$ cat src/rtl/dxlat_pkg.sv
package dxlat_pkg;

    localparam int MODE_W = 2;
    localparam int NMODES = 1 << MODE_W;
    localparam int ST_W   = 6;

    localparam int ST_WR    = 0;
    localparam int ST_ACV   = 1;
    localparam int ST_FONR  = 2;
    localparam int ST_FONW  = 3;
    localparam int ST_BADVA = 4;
    localparam int ST_MISS  = 5;

    typedef enum logic [MODE_W-1:0] {
        M_KERNEL = 2'd0,
        M_EXEC   = 2'd1,
        M_SUPER  = 2'd2,
        M_USER   = 2'd3
    } mode_e;

    typedef enum logic [2:0] {
        FLT_NONE      = 3'd0,
        FLT_ALIGN     = 3'd1,
        FLT_PAGE      = 3'd2,
        FLT_ACV       = 3'd3,
        FLT_MISS_DATA = 3'd4,
        FLT_MISS_PTE  = 3'd5,
        FLT_MCHECK    = 3'd6
    } fault_e;

    typedef struct packed {
        fault_e          kind;
        logic [ST_W-1:0] status;
    } verdict_t;

    function automatic logic [ST_W-1:0] st_bit(input int pos);
        logic [ST_W-1:0] v;
        v = '0;
        v[pos] = 1'b1;
        return v;
    endfunction

    function automatic logic [ST_W-1:0] st_wr(input logic is_write);
        return is_write ? st_bit(ST_WR) : '0;
    endfunction

endpackage

$ cat src/rtl/dxlat_mode_sel.sv
module dxlat_mode_sel
    import dxlat_pkg::*;
(
    input  logic [MODE_W-1:0] cur_mode,
    input  logic [MODE_W-1:0] alt_mode,
    input  logic              use_alt,
    input  logic              pc_lsb,
    output logic [MODE_W-1:0] eff_mode
);
    always_comb begin
        if (!pc_lsb)
            eff_mode = cur_mode;
        else if (use_alt)
            eff_mode = alt_mode;
        else
            eff_mode = M_KERNEL;
    end
endmodule

$ cat src/rtl/dxlat_addr_class.sv
module dxlat_addr_class #(
    parameter int          VA_W      = 64,
    parameter int          VA_IMPL_W = 48,
    parameter int          PA_W      = 44,
    parameter int          SP_HI     = 47,
    parameter int          SP_LO     = 41,
    parameter logic [SP_HI-SP_LO:0] SP_TAG = 7'h7E,
    parameter int          PA_SX_BIT = 40
) (
    input  logic [VA_W-1:0] va,
    input  logic [1:0]      size_lg,
    output logic            misaligned,
    output logic            va_bad,
    output logic            is_super,
    output logic [PA_W-1:0] super_pa
);
    localparam int UPPER_W = VA_W - VA_IMPL_W + 1;

    logic [7:0]         size_mask;
    logic [UPPER_W-1:0] upper;
    logic [PA_W-1:0]    base;

    always_comb begin
        size_mask  = (8'd1 << size_lg) - 8'd1;
        misaligned = |(va[7:0] & size_mask);
    end

    assign upper    = va[VA_W-1:VA_IMPL_W-1];
    assign va_bad   = !((&upper) || (~|upper));
    assign is_super = (va[SP_HI:SP_LO] == SP_TAG);
    assign base     = va[PA_W-1:0];

    for (genvar i = 0; i < PA_W; i++) begin : g_sx
        if (i >= PA_SX_BIT) begin : g_hi
            assign super_pa[i] = base[PA_SX_BIT];
        end else begin : g_lo
            assign super_pa[i] = base[i];
        end
    end
endmodule

$ cat src/rtl/dxlat_perm.sv
module dxlat_perm
    import dxlat_pkg::*;
(
    input  logic              is_write,
    input  logic [MODE_W-1:0] eff_mode,
    input  logic [NMODES-1:0] rd_en,
    input  logic [NMODES-1:0] wr_en,
    input  logic              fon_rd,
    input  logic              fon_wr,
    output verdict_t          verdict
);
    always_comb begin
        verdict.kind   = FLT_NONE;
        verdict.status = '0;
        if (is_write) begin
            if (!wr_en[eff_mode]) begin
                verdict.kind   = FLT_PAGE;
                verdict.status = st_bit(ST_WR) | st_bit(ST_ACV)
                               | (fon_wr ? st_bit(ST_FONW) : '0);
            end else if (fon_wr) begin
                verdict.kind   = FLT_PAGE;
                verdict.status = st_bit(ST_WR) | st_bit(ST_FONW);
            end
        end else begin
            if (!rd_en[eff_mode]) begin
                verdict.kind   = FLT_ACV;
                verdict.status = st_bit(ST_ACV)
                               | (fon_rd ? st_bit(ST_FONR) : '0);
            end else if (fon_rd) begin
                verdict.kind   = FLT_PAGE;
                verdict.status = st_bit(ST_FONR);
            end
        end
    end
endmodule

$ cat src/rtl/dxlat_attr.sv
module dxlat_attr #(
    parameter int RAW_W     = 64,
    parameter int PA_W      = 44,
    parameter int UC_CLR_LO = 35
) (
    input  logic [RAW_W-1:0] raw_pa,
    output logic             mcheck,
    output logic             uncached,
    output logic [PA_W-1:0]  pa
);
    assign mcheck   = |raw_pa[RAW_W-1:PA_W];
    assign uncached = raw_pa[PA_W-1];

    for (genvar i = 0; i < PA_W; i++) begin : g_clr
        if (i >= UC_CLR_LO && i < PA_W - 1) begin : g_zone
            assign pa[i] = raw_pa[i] & ~raw_pa[PA_W-1];
        end else begin : g_keep
            assign pa[i] = raw_pa[i];
        end
    end
endmodule

$ cat src/rtl/dxlat_unit.sv
module dxlat_unit
    import dxlat_pkg::*;
#(
    parameter int VA_W      = 64,
    parameter int VA_IMPL_W = 48,
    parameter int PA_W      = 44,
    parameter int PAGE_BITS = 13,
    parameter int PPN_W     = 32,
    parameter int ASN_W     = 8,
    parameter int UC_CLR_LO = 35,
    parameter int PA_SX_BIT = 40,
    localparam int VPN_W    = VA_IMPL_W - PAGE_BITS
) (
    input  logic                 clk,
    input  logic                 rst,
    input  logic                 req_valid,
    input  logic [VA_W-1:0]      req_va,
    input  logic [1:0]           req_size_lg,
    input  logic                 req_write,
    input  logic                 req_phys,
    input  logic                 req_alt,
    input  logic                 req_pte_fetch,
    input  logic [1:0]           cur_mode,
    input  logic [1:0]           alt_mode,
    input  logic                 pc_lsb,
    input  logic [ASN_W-1:0]     cur_asn,
    output logic                 tlb_req,
    output logic [VPN_W-1:0]     tlb_vpn,
    output logic [ASN_W-1:0]     tlb_asn,
    input  logic                 tlb_hit,
    input  logic [PPN_W-1:0]     tlb_ppn,
    input  logic [3:0]           tlb_rd_en,
    input  logic [3:0]           tlb_wr_en,
    input  logic                 tlb_fon_rd,
    input  logic                 tlb_fon_wr,
    output logic                 rsp_valid,
    output logic [2:0]           rsp_fault,
    output logic [ST_W-1:0]      rsp_status,
    output logic [PA_W-1:0]      rsp_paddr,
    output logic                 rsp_uncached
);
    localparam int RAW_W = VA_W;

    logic [MODE_W-1:0] eff_mode;
    logic              misaligned, va_bad, is_super;
    logic [PA_W-1:0]   super_pa;
    verdict_t          perm_v;
    logic [RAW_W-1:0]  raw_pa;
    logic              mcheck, uncached;
    logic [PA_W-1:0]   attr_pa;
    verdict_t          nxt_v;
    logic              need_lookup;
    logic              pa_ok;

    dxlat_mode_sel u_mode (
        .cur_mode (cur_mode),
        .alt_mode (alt_mode),
        .use_alt  (req_alt),
        .pc_lsb   (pc_lsb),
        .eff_mode (eff_mode)
    );

    dxlat_addr_class #(
        .VA_W      (VA_W),
        .VA_IMPL_W (VA_IMPL_W),
        .PA_W      (PA_W),
        .PA_SX_BIT (PA_SX_BIT)
    ) u_class (
        .va         (req_va),
        .size_lg    (req_size_lg),
        .misaligned (misaligned),
        .va_bad     (va_bad),
        .is_super   (is_super),
        .super_pa   (super_pa)
    );

    dxlat_perm u_perm (
        .is_write (req_write),
        .eff_mode (eff_mode),
        .rd_en    (tlb_rd_en),
        .wr_en    (tlb_wr_en),
        .fon_rd   (tlb_fon_rd),
        .fon_wr   (tlb_fon_wr),
        .verdict  (perm_v)
    );

    dxlat_attr #(
        .RAW_W     (RAW_W),
        .PA_W      (PA_W),
        .UC_CLR_LO (UC_CLR_LO)
    ) u_attr (
        .raw_pa   (raw_pa),
        .mcheck   (mcheck),
        .uncached (uncached),
        .pa       (attr_pa)
    );

    // Ordered check chain; the first failing stage sets the verdict.
    always_comb begin
        nxt_v.kind   = FLT_NONE;
        nxt_v.status = '0;
        raw_pa       = '0;
        need_lookup  = 1'b0;
        if (misaligned) begin
            nxt_v.kind   = FLT_ALIGN;
            nxt_v.status = st_wr(req_write);
        end else if (req_phys) begin
            raw_pa = req_va;
        end else if (va_bad) begin
            nxt_v.kind   = FLT_PAGE;
            nxt_v.status = st_wr(req_write) | st_bit(ST_BADVA) | st_bit(ST_ACV);
        end else if (is_super) begin
            if (cur_mode != M_KERNEL) begin
                nxt_v.kind   = FLT_ACV;
                nxt_v.status = st_wr(req_write) | st_bit(ST_ACV);
            end else begin
                raw_pa = RAW_W'(super_pa);
            end
        end else begin
            need_lookup = 1'b1;
            if (!tlb_hit) begin
                nxt_v.kind   = req_pte_fetch ? FLT_MISS_PTE : FLT_MISS_DATA;
                nxt_v.status = st_wr(req_write) | st_bit(ST_MISS);
            end else begin
                raw_pa = RAW_W'({tlb_ppn, req_va[PAGE_BITS-1:0]});
                nxt_v  = perm_v;
            end
        end
        if (nxt_v.kind == FLT_NONE && mcheck) begin
            nxt_v.kind   = FLT_MCHECK;
            nxt_v.status = '0;
        end
    end

    assign pa_ok   = req_valid && (nxt_v.kind == FLT_NONE);
    assign tlb_req = req_valid && need_lookup;
    assign tlb_vpn = req_va[VA_IMPL_W-1:PAGE_BITS];
    assign tlb_asn = cur_asn;

    always_ff @(posedge clk) begin
        if (rst) begin
            rsp_valid    <= 1'b0;
            rsp_fault    <= FLT_NONE;
            rsp_status   <= '0;
            rsp_paddr    <= '0;
            rsp_uncached <= 1'b0;
        end else begin
            rsp_valid    <= req_valid;
            rsp_fault    <= req_valid ? nxt_v.kind : FLT_NONE;
            rsp_status   <= req_valid ? nxt_v.status : '0;
            rsp_paddr    <= pa_ok ? attr_pa : '0;
            rsp_uncached <= pa_ok && uncached;
        end
    end
endmodule

$ cat config.mk
export PLATFORM = sky130hd
export DESIGN_NAME = dxlat_unit
export DESIGN_NICKNAME = d
export VERILOG_FILES = /design/src/rtl/dxlat_pkg.sv /design/src/rtl/dxlat_mode_sel.sv /design/src/rtl/dxlat_addr_class.sv /design/src/rtl/dxlat_perm.sv /design/src/rtl/dxlat_attr.sv /design/src/rtl/dxlat_unit.sv
export SDC_FILE = /design/constraint.sdc
export NUM_CORES = 1
export LEC_CHECK = 0
export BUFFER_PORTS_ARGS = -buffer_cell sky130_fd_sc_hd__clkbuf_2
export CAP_MARGIN = 20
export CORE_MARGIN = 4
export CORE_UTILIZATION = 34
export DETAILED_ROUTE_END_ITERATION = 7
export PLACE_DENSITY = 0.76
export SLEW_MARGIN = 0
export SYNTH_ARGS = -nofsm -noshare
export SYNTH_HDL_FRONTEND = slang
export SYNTH_SLANG_ARGS = --single-unit
$ cat constraint.sdc
create_clock -name clk -period 2.2 [get_ports clk]
set_clock_uncertainty 0.15 [all_clocks]
set_input_delay 0.11 -clock clk [delete_from_list [all_inputs] [get_ports clk]]
set_output_delay 0.11 -clock clk [all_outputs]
set_load 0.01 [all_outputs]
==> Word level (Yosys, flattened, before mapping) <==
Cells that the tools add are included.
W data, S select, Z words.
{ "totals": {"word_cells": 71, "ram_bits": 0, "in_bits": 129, "latchBits": 0, "reg_bits": 55, "output_inout_bits": 99, "romBits": 0, "memories": 0} }
{ "op_classes": {"n_reduce_logical": 17, "n_shift": 1, "multipliers": 0, "n_eq_ne": 1, "bitwise": 12, "n_mux": 32, "div_mod_pow": 0, "magnitude_cmp": 1, "addsub": 1} }
{ "ops": {"columns": ["cell", "count"], "rows": [
  ["$mux W64", 4],
  ["$mux W9", 8],
  ["$mux W45", 1],
  ["$mux W44", 1],
  ["$mux W8", 4],
  ["$reduce_or A20 Y1", 1],
  ["$reduce_and A17 Y1", 1],
  ["$reduce_or A17 Y1", 1],
  ["$reduce_or A10 Y1", 1],
  ["$and A1 B1 Y1", 8],
  ["$and A8 B8 Y8", 1],
  ["$mux W1", 8],
  ["$reduce_or A8 Y1", 1],
  ["$shl A1 B2 Y8 const A", 1],
  ["$sub A8 B1 Y8 const B", 1],
  ["$eq A7 B7 Y1 const B", 1],
  ["$logic_not A3 Y1", 2],
  ["$bmux W1 S2", 2],
  ["$logic_and A1 B1 Y1", 4],
  ["$mux W2", 2],
  ["$mux W4", 1],
  ["$reduce_or A2 Y1", 2],
  ["$lt A2 B3 Y1 const B", 1],
  ["$mux W3", 1],
  ["other kinds (5)", 7]
]} }

==> Depth between registers and ports, before layout <==
{ "depth": {"depth_word": 18, "depth_mapped": 11, "depth_no_buf": 10} }

==> Cells and area by module <==
Synthesis repeated with hierarchy kept, for this count alone.
{ "unflattened": {"hier_cells": 496, "hier_area_um2": 3975.1} }
{ "by_module_without_submodules": {"columns": ["module", "n_inst", "area_per_inst_um2", "cells_per_inst"], "rows": [
  ["dxlat_unit", 1, 2907.8, 346],
  ["dxlat_addr_class", 1, 521.8, 73],
  ["dxlat_attr", 1, 370.4, 52],
  ["dxlat_perm", 1, 147.6, 19],
  ["dxlat_mode_sel", 1, 27.5, 6]
]} }

==> Worst setup path after synthesis <==
No wires, ideal clock.
{ "synth_timing": {"path_type": "input-to-reg", "from": "input port req_size_lg[1]", "to": "register rsp_paddr[10]", "n_path_buf": 1, "path_slack_ns": -0.116, "path_stages": 9, "t_arrival_ns": 2.051, "path_cell_list": "or2_2 > ha_1 > o221ai_1 > or3_1 > nor2_1 > o2111ai_1 > and4b_1 > buf_4 > and3_1"} }
{ "synth_via": {"elab_chain_len": 12, "word_cells_on_any_way": 14, "classes_between": "1 x add/sub; 1 x shift; 3 x mux; 2 x bitwise; 7 x reduce/logical"} }
{ "synth_rtl": {"columns": ["item", "line", "rtl"], "rows": [
  ["from (decl)", "dxlat_unit.sv:18", "input logic [1:0] req_size_lg,"],
  ["$shl A1 B2 Y8 *", "dxlat_addr_class.sv:24", "size_mask = (8'd1 << size_lg) - 8'd1;"],
  ["$sub A8 B1 Y8 *", "dxlat_addr_class.sv:24", null],
  ["$and A8 B8 Y8 *", "dxlat_addr_class.sv:25", "misaligned = |(va[7:0] & size_mask);"],
  ["$reduce_or A8 Y1", "dxlat_addr_class.sv:25", null],
  ["$mux W64 / $mux W9 (equally long branches)", "dxlat_unit.sv:104", "if (misaligned) begin"],
  ["$reduce_or A20 Y1 / $logic_not A3 Y1 (equally long branches)", "dxlat_attr.sv:11, dxlat_unit.sv:129", null],
  ["$logic_and A1 B1 Y1", "dxlat_unit.sv:129", "if (nxt_v.kind == FLT_NONE && mcheck) begin"],
  ["$mux W9", "dxlat_unit.sv:129", null],
  ["$logic_not A3 Y1", "dxlat_unit.sv:135", "assign pa_ok = req_valid && (nxt_v.kind == FLT_NONE);"],
  ["$logic_and A1 B1 Y1", "dxlat_unit.sv:135", null],
  ["$not A1 Y1 (no line)", null, null],
  ["$reduce_or A10 Y1 (no line) *", null, null],
  ["to (signal assigned)", "dxlat_unit.sv:151", "rsp_paddr <= pa_ok ? attr_pa : '0;"],
  ["to (decl)", "dxlat_unit.sv:39", "output logic [PA_W-1:0] rsp_paddr,"]
]} }
Mark *: on every way between the ends. The rest lies on a longest branch, timed or not.
A chain may end at the register's enable or synchronous reset.

==> Worst setup path in the final report <==
{ "layout_timing": {"from": "input port req_va[1]", "to": "output port tlb_req"} }
{ "layout_via": {"elab_chain_len": 4} }
{ "layout_rtl": {"columns": ["item", "line", "rtl"], "rows": [
  ["from (decl)", "dxlat_unit.sv:17", "input logic [VA_W-1:0] req_va,"],
  ["$and A8 B8 Y8", "dxlat_addr_class.sv:25", null],
  ["$reduce_or A8 Y1", "dxlat_addr_class.sv:25", null],
  ["$mux W1", "dxlat_unit.sv:104", null],
  ["$logic_and A1 B1 Y1", "dxlat_unit.sv:136", "assign tlb_req = req_valid && need_lookup;"],
  ["to (decl)", "dxlat_unit.sv:27", "output logic tlb_req,"]
]} }
Every way passes these cells.

==> key figures <==
Clock tree
  – CTS sink count: 55
  – Bufs on Longest Clock Path: 2
  – Root Buffer: clkbuf_8
  – Clk pin slew, worst setup/hold paths: around 0.090 ns
  – TritonCTS clock tree: yes
  – TritonCTS Buffers: 5
  – CTS H-tree lvls: 2

Critical path
  – Top Family by Delay on Critical Path: buffers and inverters
  – Critical Path RT: 1.94 ns
  – Crit path capture type: output port
  – Critical path buffer and inverter count: 5
  – Worst-path fanout max: 3
  – Cells along the critical path: dlygate4sd3_1 > clkbuf_2 > inv_1 > o221ai_2 > or3_4 > nor2_4 > buf_4 > nand2_1 > nor2_2 > buf_2
  – CP Class: input pin to output port
  – Worst Path Arrival: about 1.9 ns
  – Worst setup SP type: input pin
  – Max incr delay on CP: ~0.55 ns
  – Slowest cell on the critical path: dlygate4sd3_1

Timing
  – Fmax: ~460 MHz
  – Final setup fails: 0
  – Fin crit share: 0.9785
  – Rel. slew slack: 0.7627
  – Fin crit period: between 2 and 2.5 ns
  – Final Hold Fails: 0
  – Slew Viols, Final: 0
  – RSZ-0062 raised after global routing: true
  – PnR worst setup slack: between 0.04 and 0.05 ns
  – Worst-Margin Slew: roughly 0.35 ns

Die
  – Die footprint: between 0.009 and 0.01 mm²
  – I/O pin total: between 200 and 250
  – Die width: between 90 and 100 µm
  – Row count: 31
  – DIE HEIGHT: between 90 and 100 µm
  – Core Region: 0.007408 mm²
  – Initial Util: 0.3559

Route
  – Max layer used: met4
  – DRT iter0 DRCs: about 110
  – Total wire length: approximately 10 mm
  – Residual DRC: 0
  – Post-DRT Antenna Nets: 0
  – Pre-Repair DR Iteration Count: 5
  – Via count: roughly 3,200
  – Routed WL per cell: about 16 µm
  – WL met1: approximately 3.5 mm
  – DR vias/cell: around 4.9
  – Met3 routed WL: about 1.0 mm
  – DR WL met2: around 5 mm

Final layout
  – Total area of multi-input combinational cells: about 0.0011 mm²
  – Register area: 0.001101 mm²
  – Non-filler cells in the finished layout: around 650
  – Share of layout cells above drive strength 1: 0.4590
  – # diodes: 0
  – P&R area growth vs syn: 68.44%
  – Final Instance Area: between 0.004 and 0.005 mm²
  – Final nets: 679
  – Fill cell count: 633

Power and ir drop
  – Lkg Pwr: approximately 0.0022 µW
  – Maximum VDD drop: 0.2545 mV
  – Pwr dens: roughly 460 mW/mm²

Place
  – GPL Wtd Cong: 0.8730
  – Place WS: -0.1993 ns
  – Placed insts: roughly 570
  – DP HPWL: around 7.1 mm
  – PortBufs: 211
  – Post-Place Cell Area: 0.003630 mm²

Synthesis
  – Synth Register Bits: 55
  – Mapped Area: around 0.0026 mm²
  – Post-synth top flop: dfxtp_1
  – Netlist cell types: 45
  – Synth Warn #: 0
  – Register area share after synthesis: 0.4177
  – Ys async rst share: 0
  – Mean post-synth cell area: between 8 and 9 µm²
  – EDFF count, synth: 0
  – Synthesized netlist cell count: between 200 and 300
  – Net Count, Synth: 429

Global route
  – Vias in the first global route: 3,281
  – First-pass GRT wire length: 15.04 mm
  – Initial antenna violation count: 0
  – Largest net degree at the start of global routing: 28
  – Gr usage total: 0.2075
  – Total grt overflow: 0

Outcome
  – Outcome: complete, no violations

Min path
  – Type of the worst min-delay path: input pin to flip-flop

Flow run
  – Max cap viols: 0
-- report_power, final --
part,internal (µW),switching (µW)
registers,1000,2.64
logic,256,202
clock network,257,314
total,1520,518
-- synthesized netlist by cell type (2+ instances only) --
| master | instances | area share |
|---|---|---|
| dfxtp_1 | 55 | 0.42 |
| clkbuf_1 | 3 | 0.0043 |
| nand2b_1 | 6 | 0.014 |
| buf_2 | 5 | 0.0095 |
| buf_6 | 2 | 0.0085 |
| and3_1 | 15 | 0.036 |
| nor2_1 | 31 | 0.044 |
| o21ai_0 | 5 | 0.0095 |
| a21oi_1 | 7 | 0.013 |
| nand2_1 | 19 | 0.027 |
| nor4_1 | 5 | 0.012 |
| buf_4 | 46 | 0.13 |
| inv_1 | 6 | 0.0085 |
| ha_1 | 2 | 0.0095 |
| nand3_1 | 5 | 0.0095 |
| a22oi_1 | 30 | 0.085 |
| nor3_1 | 11 | 0.021 |
| and4b_1 | 2 | 0.0076 |
| a32oi_1 | 4 | 0.013 |
| and2_1 | 6 | 0.014 |
| o2111ai_1 | 3 | 0.010 |
| or2_2 | 2 | 0.0047 |
| nand4_1 | 6 | 0.014 |
-- path summary, 6_finish.rpt --
path	slack, ns	startpoint	to	cells after the start
worst max-delay path	0.05	req_va[1]	tlb_req	10
worst min-delay path	0.004	req_va[36]	rsp_paddr[36]	3
-- cell families (layout without fill, tap and decap cells) --
kind of cell | count (synthesis) | in the layout | share of synthesized area
adders and majority gates | 2 | 2 | 0.009491
DFF | 55 | 55 | 0.4177
buffers and inverters | 63 | 314 | 0.1633
AOI/OAI and AO/OA | 60 | 60 | 0.1690
and+or+nand+nor | 117 | 117 | 0.2364
muxes | 1 | 1 | 0.004271
-- sequential cells by signal, summed over array words and instances (netlist names) --
name and flops:
rsp_paddr 44, rsp_status 6, rsp_fault 3, rsp_uncached 1, rsp_valid 1
-- metal layers --
layer	up-vias	GRT usage
met4	0	0.1161
met5	-	0
met1	1460	0.2039
li1	1527	-
met3	37	0.05395
met2	175	0.3893
-- placed cells by master, fill, tap and decap left out, types with 2 or more instances in the layout --
master	instances
clkbuf_8	6
o2111ai_1	2
buf_4	14
nor2_1	29
nand4_1	6
a22oi_1	30
and3_1	15
dfxtp_1	55
dlygate4sd3_1	70
and2_1	6
a21oi_1	7
nand2_1	19
o21ai_0	5
buf_12	4
nand2b_1	6
nand3_1	5
inv_1	6
nor3_1	11
clkbuf_2	210
nor4_1	5
a32oi_1	4
-- metrics by stage --
step / util / total power, µW / hold slack, ns / TNS [ns]
final: 0.5994 / 2035 / 0.003823 / 0
after global routing: 0.5994 / 2140 / 0.02930 / -0.05393
after floorplan: - / 1232 / 0.03823 / 0
after CTS: 0.5979 / 2049 / 0.0005468 / 0
after detailed placement: 0.4900 / 1380 / 0.07012 / -5.833
after global placement: 0.4900 / 1373 / 0.07012 / -4.577
-- timing repair --
action	4_1_cts	5_1_grt
endpoints found under the hold margin	44	0
buffers inserted	0	1
setup endpoints to repair	0	22
hold buffers	70	0
resized for setup	0	3
-- final cells by class --
| type | instances | share of cell area |
|---|---|---|
| clock inverter | 2 | 0.003663 |
| clock buffer | 6 | 0.01860 |
| inverter | 7 | 0.005917 |
| timing repair buffer | 299 | 0.4373 |
| tap | 99 | 0.02790 |
| multi-input combinational | 180 | 0.2587 |
| sequential | 55 | 0.2480 |
(Power assumes the default switching activity.)
